### src/rtl/ovl_load_pkg.sv
package ovl_load_pkg;

    typedef enum logic [2:0] {
        ST_IDLE  = 3'd0,
        ST_LOAD  = 3'd1,
        ST_KICK  = 3'd2,
        ST_WAIT  = 3'd3,
        ST_FAULT = 3'd4
    } ld_state_e;

    localparam logic [1:0] MODE_OVL_LOAD = 2'b11;

    localparam logic [1:0] OVL_NONE    = 2'd0;
    localparam logic [1:0] OVL_HALF    = 2'd1;
    localparam logic [1:0] OVL_QUARTER = 2'd2;
    localparam logic [1:0] OVL_RSVD    = 2'd3;

    localparam logic [1:0] SIZE_TOP = 2'd3;

endpackage

### src/rtl/ovl_len_calc.sv
module ovl_len_calc
    import ovl_load_pkg::*;
#(
    parameter int MIN_LOG2 = 6,
    parameter int MAX_LOG2 = 10,
    parameter int LEN_W    = MAX_LOG2 + 1
) (
    input  logic [1:0]       size_sel,
    input  logic [1:0]       ovl_sel,
    output logic [LEN_W-1:0] norm_len,
    output logic [LEN_W-1:0] total_len,
    output logic             bad_cfg
);

    logic [LEN_W-1:0] extra_len;

    // normal block length from the size code
    always_comb begin
        if (size_sel == SIZE_TOP) begin
            norm_len = LEN_W'(1) << MAX_LOG2;
        end else begin
            norm_len = LEN_W'(1) << (MIN_LOG2 + int'(size_sel));
        end
    end

    // extra samples kept for the overlapped transforms
    always_comb begin
        case (ovl_sel)
            OVL_HALF:    extra_len = norm_len >> 1;
            OVL_QUARTER: extra_len = norm_len >> 2;
            default:     extra_len = '0;
        endcase
    end

    assign total_len = norm_len + extra_len;

    // the top size has no room for extra samples; code 3 is reserved
    assign bad_cfg = (ovl_sel == OVL_RSVD) ||
                     ((size_sel == SIZE_TOP) && (ovl_sel != OVL_NONE));

endmodule

### src/rtl/ovl_sample_counter.sv
module ovl_sample_counter #(
    parameter int CNT_W = 11
) (
    input  logic             clk,
    input  logic             rst_n,
    input  logic             clr,
    input  logic             inc,
    output logic [CNT_W-1:0] cnt
);

    logic [CNT_W-1:0] cnt_d;
    logic [CNT_W-1:0] cnt_q;

    always_comb begin
        cnt_d = cnt_q;
        if (clr) begin
            cnt_d = '0;
        end else if (inc) begin
            cnt_d = cnt_q + CNT_W'(1);
        end
    end

    always_ff @(posedge clk or negedge rst_n) begin
        if (!rst_n) begin
            cnt_q <= '0;
        end else begin
            cnt_q <= cnt_d;
        end
    end

    assign cnt = cnt_q;

endmodule

### src/rtl/ovl_load_ctrl.sv
module ovl_load_ctrl
    import ovl_load_pkg::*;
#(
    parameter int MIN_LOG2 = 6,
    parameter int MAX_LOG2 = 10
) (
    input  logic                clk,
    input  logic                rst_n,
    input  logic [1:0]          mode_sel,
    input  logic [1:0]          size_sel,
    input  logic [1:0]          ovl_sel,
    input  logic                smp_stb,
    input  logic                xf_done,
    output logic                wr_en,
    output logic [MAX_LOG2-1:0] wr_addr,
    output logic                load_busy,
    output logic                xf_start,
    output logic                cfg_err
);

    localparam int ADDR_W = MAX_LOG2;
    localparam int LEN_W  = MAX_LOG2 + 1;

    typedef struct packed {
        ld_state_e        state;
        logic [LEN_W-1:0] norm_len;
        logic [LEN_W-1:0] total_len;
        logic             cfg_err;
    } ctrl_t;

    ctrl_t cur_q;
    ctrl_t nxt_d;

    logic [LEN_W-1:0] calc_norm;
    logic [LEN_W-1:0] calc_total;
    logic             calc_bad;
    logic [LEN_W-1:0] cnt;
    logic             cnt_clr;
    logic             wr_en_c;
    logic             last_smp;

    ovl_len_calc #(
        .MIN_LOG2(MIN_LOG2),
        .MAX_LOG2(MAX_LOG2),
        .LEN_W   (LEN_W)
    ) u_len (
        .size_sel (size_sel),
        .ovl_sel  (ovl_sel),
        .norm_len (calc_norm),
        .total_len(calc_total),
        .bad_cfg  (calc_bad)
    );

    ovl_sample_counter #(
        .CNT_W(LEN_W)
    ) u_cnt (
        .clk  (clk),
        .rst_n(rst_n),
        .clr  (cnt_clr),
        .inc  (wr_en_c),
        .cnt  (cnt)
    );

    assign last_smp = (cnt == (cur_q.total_len - LEN_W'(1)));

    always_comb begin
        nxt_d   = cur_q;
        cnt_clr = 1'b0;
        wr_en_c = 1'b0;
        case (cur_q.state)
            ST_IDLE: begin
                cnt_clr = 1'b1;
                if (mode_sel == MODE_OVL_LOAD) begin
                    if (calc_bad) begin
                        nxt_d.state   = ST_FAULT;
                        nxt_d.cfg_err = 1'b1;
                    end else begin
                        nxt_d.state     = ST_LOAD;
                        nxt_d.norm_len  = calc_norm;
                        nxt_d.total_len = calc_total;
                    end
                end
            end
            ST_LOAD: begin
                if (smp_stb) begin
                    wr_en_c = 1'b1;
                    if (last_smp) begin
                        nxt_d.state = ST_KICK;
                    end
                end
            end
            ST_KICK: begin
                nxt_d.state = ST_WAIT;
            end
            ST_WAIT: begin
                if (xf_done) begin
                    nxt_d.state = ST_IDLE;
                end
            end
            ST_FAULT: begin
                nxt_d.cfg_err = 1'b1;
            end
            default: begin
                nxt_d.state = ST_IDLE;
            end
        endcase
    end

    always_ff @(posedge clk or negedge rst_n) begin
        if (!rst_n) begin
            cur_q.state     <= ST_IDLE;
            cur_q.norm_len  <= '0;
            cur_q.total_len <= '0;
            cur_q.cfg_err   <= 1'b0;
        end else begin
            cur_q <= nxt_d;
        end
    end

    assign wr_en     = wr_en_c;
    assign wr_addr   = cnt[ADDR_W-1:0];
    assign load_busy = (cur_q.state == ST_LOAD) && (cnt < cur_q.norm_len);
    assign xf_start  = (cur_q.state == ST_KICK);
    assign cfg_err   = cur_q.cfg_err;

endmodule

### config.mk
export PLATFORM = sky130hd
export DESIGN_NAME = ovl_load_ctrl
export DESIGN_NICKNAME = d
export VERILOG_FILES = /design/src/rtl/ovl_load_pkg.sv /design/src/rtl/ovl_len_calc.sv /design/src/rtl/ovl_sample_counter.sv /design/src/rtl/ovl_load_ctrl.sv
export SDC_FILE = /design/constraint.sdc
export NUM_CORES = 1
export LEC_CHECK = 0
export CAP_MARGIN = 30
export CORE_MARGIN = 3
export CORE_UTILIZATION = 45
export CTS_BUF_LIST = sky130_fd_sc_hd__clkbuf_2
export DETAILED_ROUTE_END_ITERATION = 16
export DONT_BUFFER_PORTS = 1
export GPL_ROUTABILITY_DRIVEN = 0
export GPL_TIMING_DRIVEN = 0
export PLACE_DENSITY_LB_ADDON = 0.12
export REMOVE_ABC_BUFFERS = 1
export SYNTH_ARGS = -nofsm -noshare
export SYNTH_HDL_FRONTEND = slang
export SYNTH_SLANG_ARGS = --single-unit
### constraint.sdc
create_clock -name clk -period 4.45 [get_ports clk]
set_clock_uncertainty 0.1 [all_clocks]
set_input_delay 0.445 -clock clk [delete_from_list [all_inputs] [get_ports clk]]
set_output_delay 0.445 -clock clk [all_outputs]
set_load 0.05 [all_outputs]
==> qor.csv, run 1 <==
metric,value,unit
run_status,completed,
wire_per_inst,12.97,um
p_leak,1.299,nW
worstHoldStart,mode_sel[1],
wl,4.864,mm
path_class,reg -> out,
synth.most_common_cell,dfrtp_1,
synthMuxAreaShare,2.849,%
area_delta_synth_final,4.998,%
drt_pass1_iterations,4,
grt_max_degree,38,
synth_area,0.002679,mm2
path_cells,ha_1 -> a21o_1 -> a21o_1 -> a211oi_1 -> o21bai_1 -> a21oi_1 -> buf_4,
finalSetupViolations,0,
grt_overflow,0,
avgSynthCellArea,8.989,um2
post_cts_buffers,0,
cp_max_fo,6,
synthCells,298,
synthTopCellsByArea,"dfrtp_1, ha_1, xor2_1",
slew_violations,0,
synth_top_area_share,34.56,%
die_width,83.16,um
synth_top_family_by_area,simple AND/OR/NAND/NOR gates,
layout.nets,338,
die_h,83.16,um
clock_latency,0.38,ns
seq_area_frac_synth,34.56,%
required,3.90,ns
cts_tree,yes,
routed-via-count,1909,
synth_area_leader_cell,dfrtp_1,
worstPathArrival,2.56,ns
max_stage_delay,0.80,ns
nFillCells,557,
antennaDiodeCount,0,
yosys_warnings,0,
ys_types,47,
whs,0.1564,ns
synth_compound_area_share,13.03,%
io-pin-count,24,
fmax,0.3216,GHz
htreeDepth,2,
grt_first_pass_wirelength,8.604,mm
antenna_found_initial,0,
cp-startpoint,u_cnt.cnt[1],
grt_usage,14.96,%
dp_slack,1.693,ns
start_kind,flip-flop,
synth.ff_latch_count,37,
clock-sinks,37,
route.detailed.drc,0,
synth-simple-area-share,21.16,%
rows,27,
hold_violations,0,
clock-root-buffer,clkbuf_2,
dpl.hpwl,3.746,mm
cts_made_buffers,5,
end_kind,output pin,
ant_nets,0,
async_flop_share,100.0,%
finalCriticalPeriod,3.110,ns
setup_ws,1.340,ns
cp_slowest_cell,dfrtp_1,
worst_slew_pin_slew,0.8265,ns
synth-edff-count,0,
io_buffer_count,0,
r2r_start,cur_q[25],
maxCapViolCount,0,
finalCritPeriodShare,69.89,%
synth_commonest_cells,"dfrtp_1, nand2_1, ha_1",
hp-class,in -> reg,
grt_pass1_vias,1823,
core_area,0.005642,mm2
start_util,47.48,%
synth_flop_cell,dfrtp_1,
power_density,446.9,mW/mm2
clkTransAtPathRegs,0.18,ns
clockBufferDepth,2,
slew_headroom,44.66,%
drt_iter0_drc,71,
fin_tns_setup,0,ns
crit_top_cell,a21o_1,
dieArea,0.006915,mm2
synthAdderAreaFrac,12.42,%
ir_worst_vdd,170.5,uV
synthXorXnorAreaFrac,8.828,%
final_layout_size_suffix_gt1_share,8.251,%
via_per_inst,5.091,
rsz0062_at_grt,no,
-- where the power goes --
part	internal (mW)	leakage (nW)	switching, mW
clock	0.0464	0.0332	0.107
combinational	0.246	0.775	0.282
sequential	0.413	0.491	0.163
-- stage by stage --
| step | std cells | instance area (um2) | util [%] | total power, mW |
|---|---|---|---|---|
| finish | 375 | 2813 | 49.86 | 1.257 |
| global route | 375 | 2813 | 49.86 | 1.375 |
| CTS | 375 | 2813 | 49.86 | 1.274 |
| global placement | 362 | 2698 | 47.82 | 1.073 |
| detailed placement | 365 | 2743 | 48.61 | 1.107 |
| floorplan | 290 | 2608 | - | 0.9822 |
-- cell type report --
cell class              instances  area, um2  area share [%]
flip-flops and latches         37      925.9           32.92
inverters                      20      75.07           2.669
clock buffers                   8      40.04           1.423
well taps                      72      90.09           3.203
multi-input cells             233       1612           57.30
repair buffers                  5      70.07           2.491
-- placed cells by master, fill, tap and decap left out, types with 2 or more instances in the layout --
cell type	synthesis	final
a21oi_1	10	10
xnor2_1	10	10
o21bai_1	2	2
o211ai_1	3	3
nand4_1	7	7
o21ai_0	19	19
a211oi_1	2	2
nor3b_1	5	4
nor2_1	21	21
and2_1	8	8
nor2b_1	4	4
mux2_2	5	5
dfrtp_1	37	37
nor3_1	8	8
xor2_1	17	17
a21o_1	5	5
nand2_1	32	32
nand3b_1	2	2
ha_1	25	25
clkbuf_2	0	8
conb_1	1	12
inv_1	20	20
nand2b_1	3	3
nand3_1	2	2
and3_1	4	4
a31oi_1	3	3
or3_1	4	4
mux2i_1	2	2
or2_2	2	2
-- worst max-delay path: cells and delay by family, from the launching register on --
kind / cells / cell delay [ns]
adders and majority gates: 1 / 0.34
DFF: 1 / 0.80
AOI/OAI and AO/OA: 5 / 0.84
buffers and inverters: 1 / 0.21
-- repair_timing --
action | 4_1_cts | 5_1_grt
endpoints found under the hold margin | 37 | 0
hold buffers | 2 | 0
resized for setup | 0 | 0
-- kinds of logic (layout without fill, tap and decap cells) --
| kind of cell | count (synthesis) | after routing |
|---|---|---|
| XOR/XNOR | 27 | 27 |
| flip-flops | 37 | 37 |
| buffers and inverters | 39 | 33 |
| AND/OR/NAND/NOR | 107 | 107 |
| multiplexers | 7 | 7 |
| AO/OA/AOI/OAI | 54 | 54 |
| adder cells (fa/ha/maj) | 26 | 26 |
| other | 1 | 12 |
-- worst paths after layout --
path | end | slack (ns) | cells after the start
setup / recovery | load_busy | 1.34 | 7
hold / removal | cur_q[25] | 0.16 | 2
setup reg to reg | u_cnt.cnt[7] | 1.72 | 5
hold reg to reg | cur_q[22] | 0.40 | 1
max in group asynchronous | cur_q[11] | 3.67 | 2
min in group asynchronous | u_cnt.cnt[9] | 0.38 | 2
-- flip-flops by register name, summed over array words and instances (netlist names) --
name and count:
cfg_err 1, u_cnt.cnt 11, cur_q 25
-- routing by layer --
| metal | share of wire (%) | wire [um] | track usage, % |
|---|---|---|---|
| met5 | 0 | 0 | 0 |
| met4 | 1.3 | 64 | 4.458 |
| met3 | 2.5 | 122 | 3.373 |
| met2 | 46 | 2230 | 23.83 |
| met1 | 50 | 2446 | 20.27 |
Power figures use the tool's default switching activity.
==> run 2: changes to the inputs <==
==> constraint.sdc (replaced) <==
create_clock -name clk -period 3.05 [get_ports clk]
set_clock_uncertainty 0.1 [all_clocks]
set_input_delay 0.305 -clock clk [delete_from_list [all_inputs] [get_ports clk]]
set_output_delay 0.305 -clock clk [all_outputs]
set_load 0.05 [all_outputs]
==> run 2 against run 1 <==
Compared with the run above:
- largest power group unchanged
- worst setup slack worse by 1.1 ns
- critical path type unchanged
- critical path depth down 1
- total power up 46%
- die area unchanged
==> qor.csv, run 2 (synthesis gave the netlist of run 1 again) <==
metric,value,unit,change
cts_tree,yes,,
fmax,0.3528,GHz,
clkTransAtPathRegs,0.18,ns,about the same
grt_usage,15.03,%,+0.063 points
via_per_inst,5.096,,about the same
clockBufferDepth,2,,unchanged
grt_util_met1,20.33,%,+0.062 points
die_h,83.16,um,unchanged
final_layout_size_suffix_gt1_share,8.553,%,+0.30 points
path_class,reg -> out,,
ir_worst_vdd,248.7,uV,+46%
hp-class,in -> reg,,
slew_violations,0,,unchanged
required,2.64,ns,-1.26 ns
cp-startpoint,u_cnt.cnt[2],,
p_leak,1.302,nW,+0.20%
drt_iter0_drc,69,,-2.8%
routed-via-count,1916,,+0.37%
cp_max_fo,9,,+3
clock_latency,0.37,ns,about the same
grt_overflow,0,,unchanged
start_util,47.48,%,unchanged
dp.cells,365,,unchanged
die_width,83.16,um,unchanged
r2r_start,cur_q[23],,
slew_headroom,42.90,%,-1.8 points
grt_busiest_layer,met2,,
mostFrequentLayoutCell,dfrtp_1,,
ant_nets,0,,unchanged
dieArea,0.006915,mm2,unchanged
grt_max_degree,38,,unchanged
worst_slew_pin_slew,0.8528,ns,+0.02628 ns
cts_made_buffers,5,,unchanged
finalSetupViolations,0,,unchanged
r2r_setup_slack,0.31,ns,-1.41 ns
worstHoldStart,mode_sel[0],,
wl,4.883,mm,+0.39%
layoutNonFillerInstCount,376,,+0.27%
finalCritPeriodShare,92.94,%,
area_delta_synth_final,5.418,%,
largest-register,cur_q,,
core_area,0.005642,mm2,unchanged
final_cell_mix,"dfrtp_1, nand2_1, ha_1",,
largest_reg_flops,25,,unchanged
antennaDiodeCount,0,,unchanged
power_density,650.6,mW/mm2,+46%
grt_pass1_vias,1823,,unchanged
min_to,cur_q[25],,
io_buffer_count,0,,unchanged
grt_first_pass_wirelength,8.638,mm,+0.40%
route.detailed.drc,0,,unchanged
end_kind,output pin,,
dpl.hpwl,3.746,mm,unchanged
wire_per_inst,12.99,um,+0.12%
io-pin-count,24,,unchanged
run_status,completed,,
hold_violations,0,,unchanged
maxCapViolCount,0,,unchanged
rsz0062_at_grt,no,,
post_cts_buffers,0,,unchanged
worstPathArrival,2.43,ns,-0.13 ns
fin_tns_setup,0,ns,unchanged
clock-root-buffer,clkbuf_2,,
clock-sinks,37,,unchanged
antenna_found_initial,0,,unchanged
layout.nets,339,,+0.30%
start_kind,flip-flop,,
r2r_end,u_cnt.cnt[7],,
drt_pass1_iterations,4,,unchanged
grtUsageMet2,23.98,%,+0.15 points
finalCriticalPeriod,2.835,ns,
hold_depth,2,,unchanged
htreeDepth,2,,unchanged
rows,27,,unchanged
grt_util_met3,3.373,%,unchanged
reg2reg_depth,5,,unchanged
run 2: layer usage:
metal  vias up  routed length [um]
met5         -                   0
met4         0                  64
met3         6                 122
met2        20                2252
met1       870                2443
li1       1020                   -
run 2: worst max-delay path by stage:
stage                    to  depth (start not counted)
5_1_grt           load_busy                          6
3_5_place_dp   u_cnt.cnt[9]                          5
6_report          load_busy                          6
4_1_cts           load_busy                          7
2_1_floorplan     load_busy                          6
3_3_place_gp      load_busy                          6
run 2: where the power goes:
part / switching, mW / leakage, nW / internal (mW)
Sequential: 0.239 / 0.489 / 0.604
Combinational: 0.411 / 0.779 / 0.360
Clock: 0.155 / 0.0332 / 0.0677
run 2: area by class of cell:
cell class,count,area [um2]
repair buffers,6,80.08
fillers,554,2818
inverters,20,75.07
well taps,72,90.09
clock buffers,8,40.04
flip-flops and latches,37,927.1
multi-input cells,233,1612
run 2: critical path, stage by stage, from the launching register on:
cell and delay [ns]:
dfrtp_1 0.84, ha_1 0.35, a21o_1 0.16, a211oi_1 0.24, o21bai_1 0.13, a21oi_1 0.13
buf_4 0.21
run 2: through the flow:
step                      hold slack [ns]  util [%]  total power, mW  setup WS [ns]  area (um2)
after floorplan                  -0.09059         -            1.433         0.2531        2608
after global placement           -0.08954     47.82            1.565        0.01362        2698
after detailed placement         -0.08943     48.61            1.616         0.2926        2743
after CTS                         0.01051     50.03            1.859        0.03139        2823
after global routing              0.01741     50.06            2.009        0.05027        2824
final                             0.04574     50.06            1.837         0.2154        2824
run 2: repair_timing:
action / in CTS / in global routing
endpoints found under the hold margin: 38 / 0
resized for setup: 0 / 1
setup endpoints to repair: 0 / 1
hold buffers: 3 / 0
==> run 3: changes to the inputs <==
==> constraint.sdc (replaced) <==
create_clock -name clk -period 3.35 [get_ports clk]
set_clock_uncertainty 0.1 [all_clocks]
set_input_delay 0.335 -clock clk [delete_from_list [all_inputs] [get_ports clk]]
set_output_delay 0.335 -clock clk [all_outputs]
set_load 0.05 [all_outputs]
==> results of run 3 <==
The final DEF is identical to that of run 1. Status: completed.
Among the figures that moved: setup slack after placement 1.693 ns -> 0.5926 ns; setup slack after layout 1.340 ns -> 0.3501 ns; hold slack 0.1564 ns -> 0.04637 ns; register-to-register setup slack 1.72 ns -> 0.62 ns; total power 1.257 mW -> 1.670 mW; worst IR drop on VDD 170.5 uV -> 226.4 uV
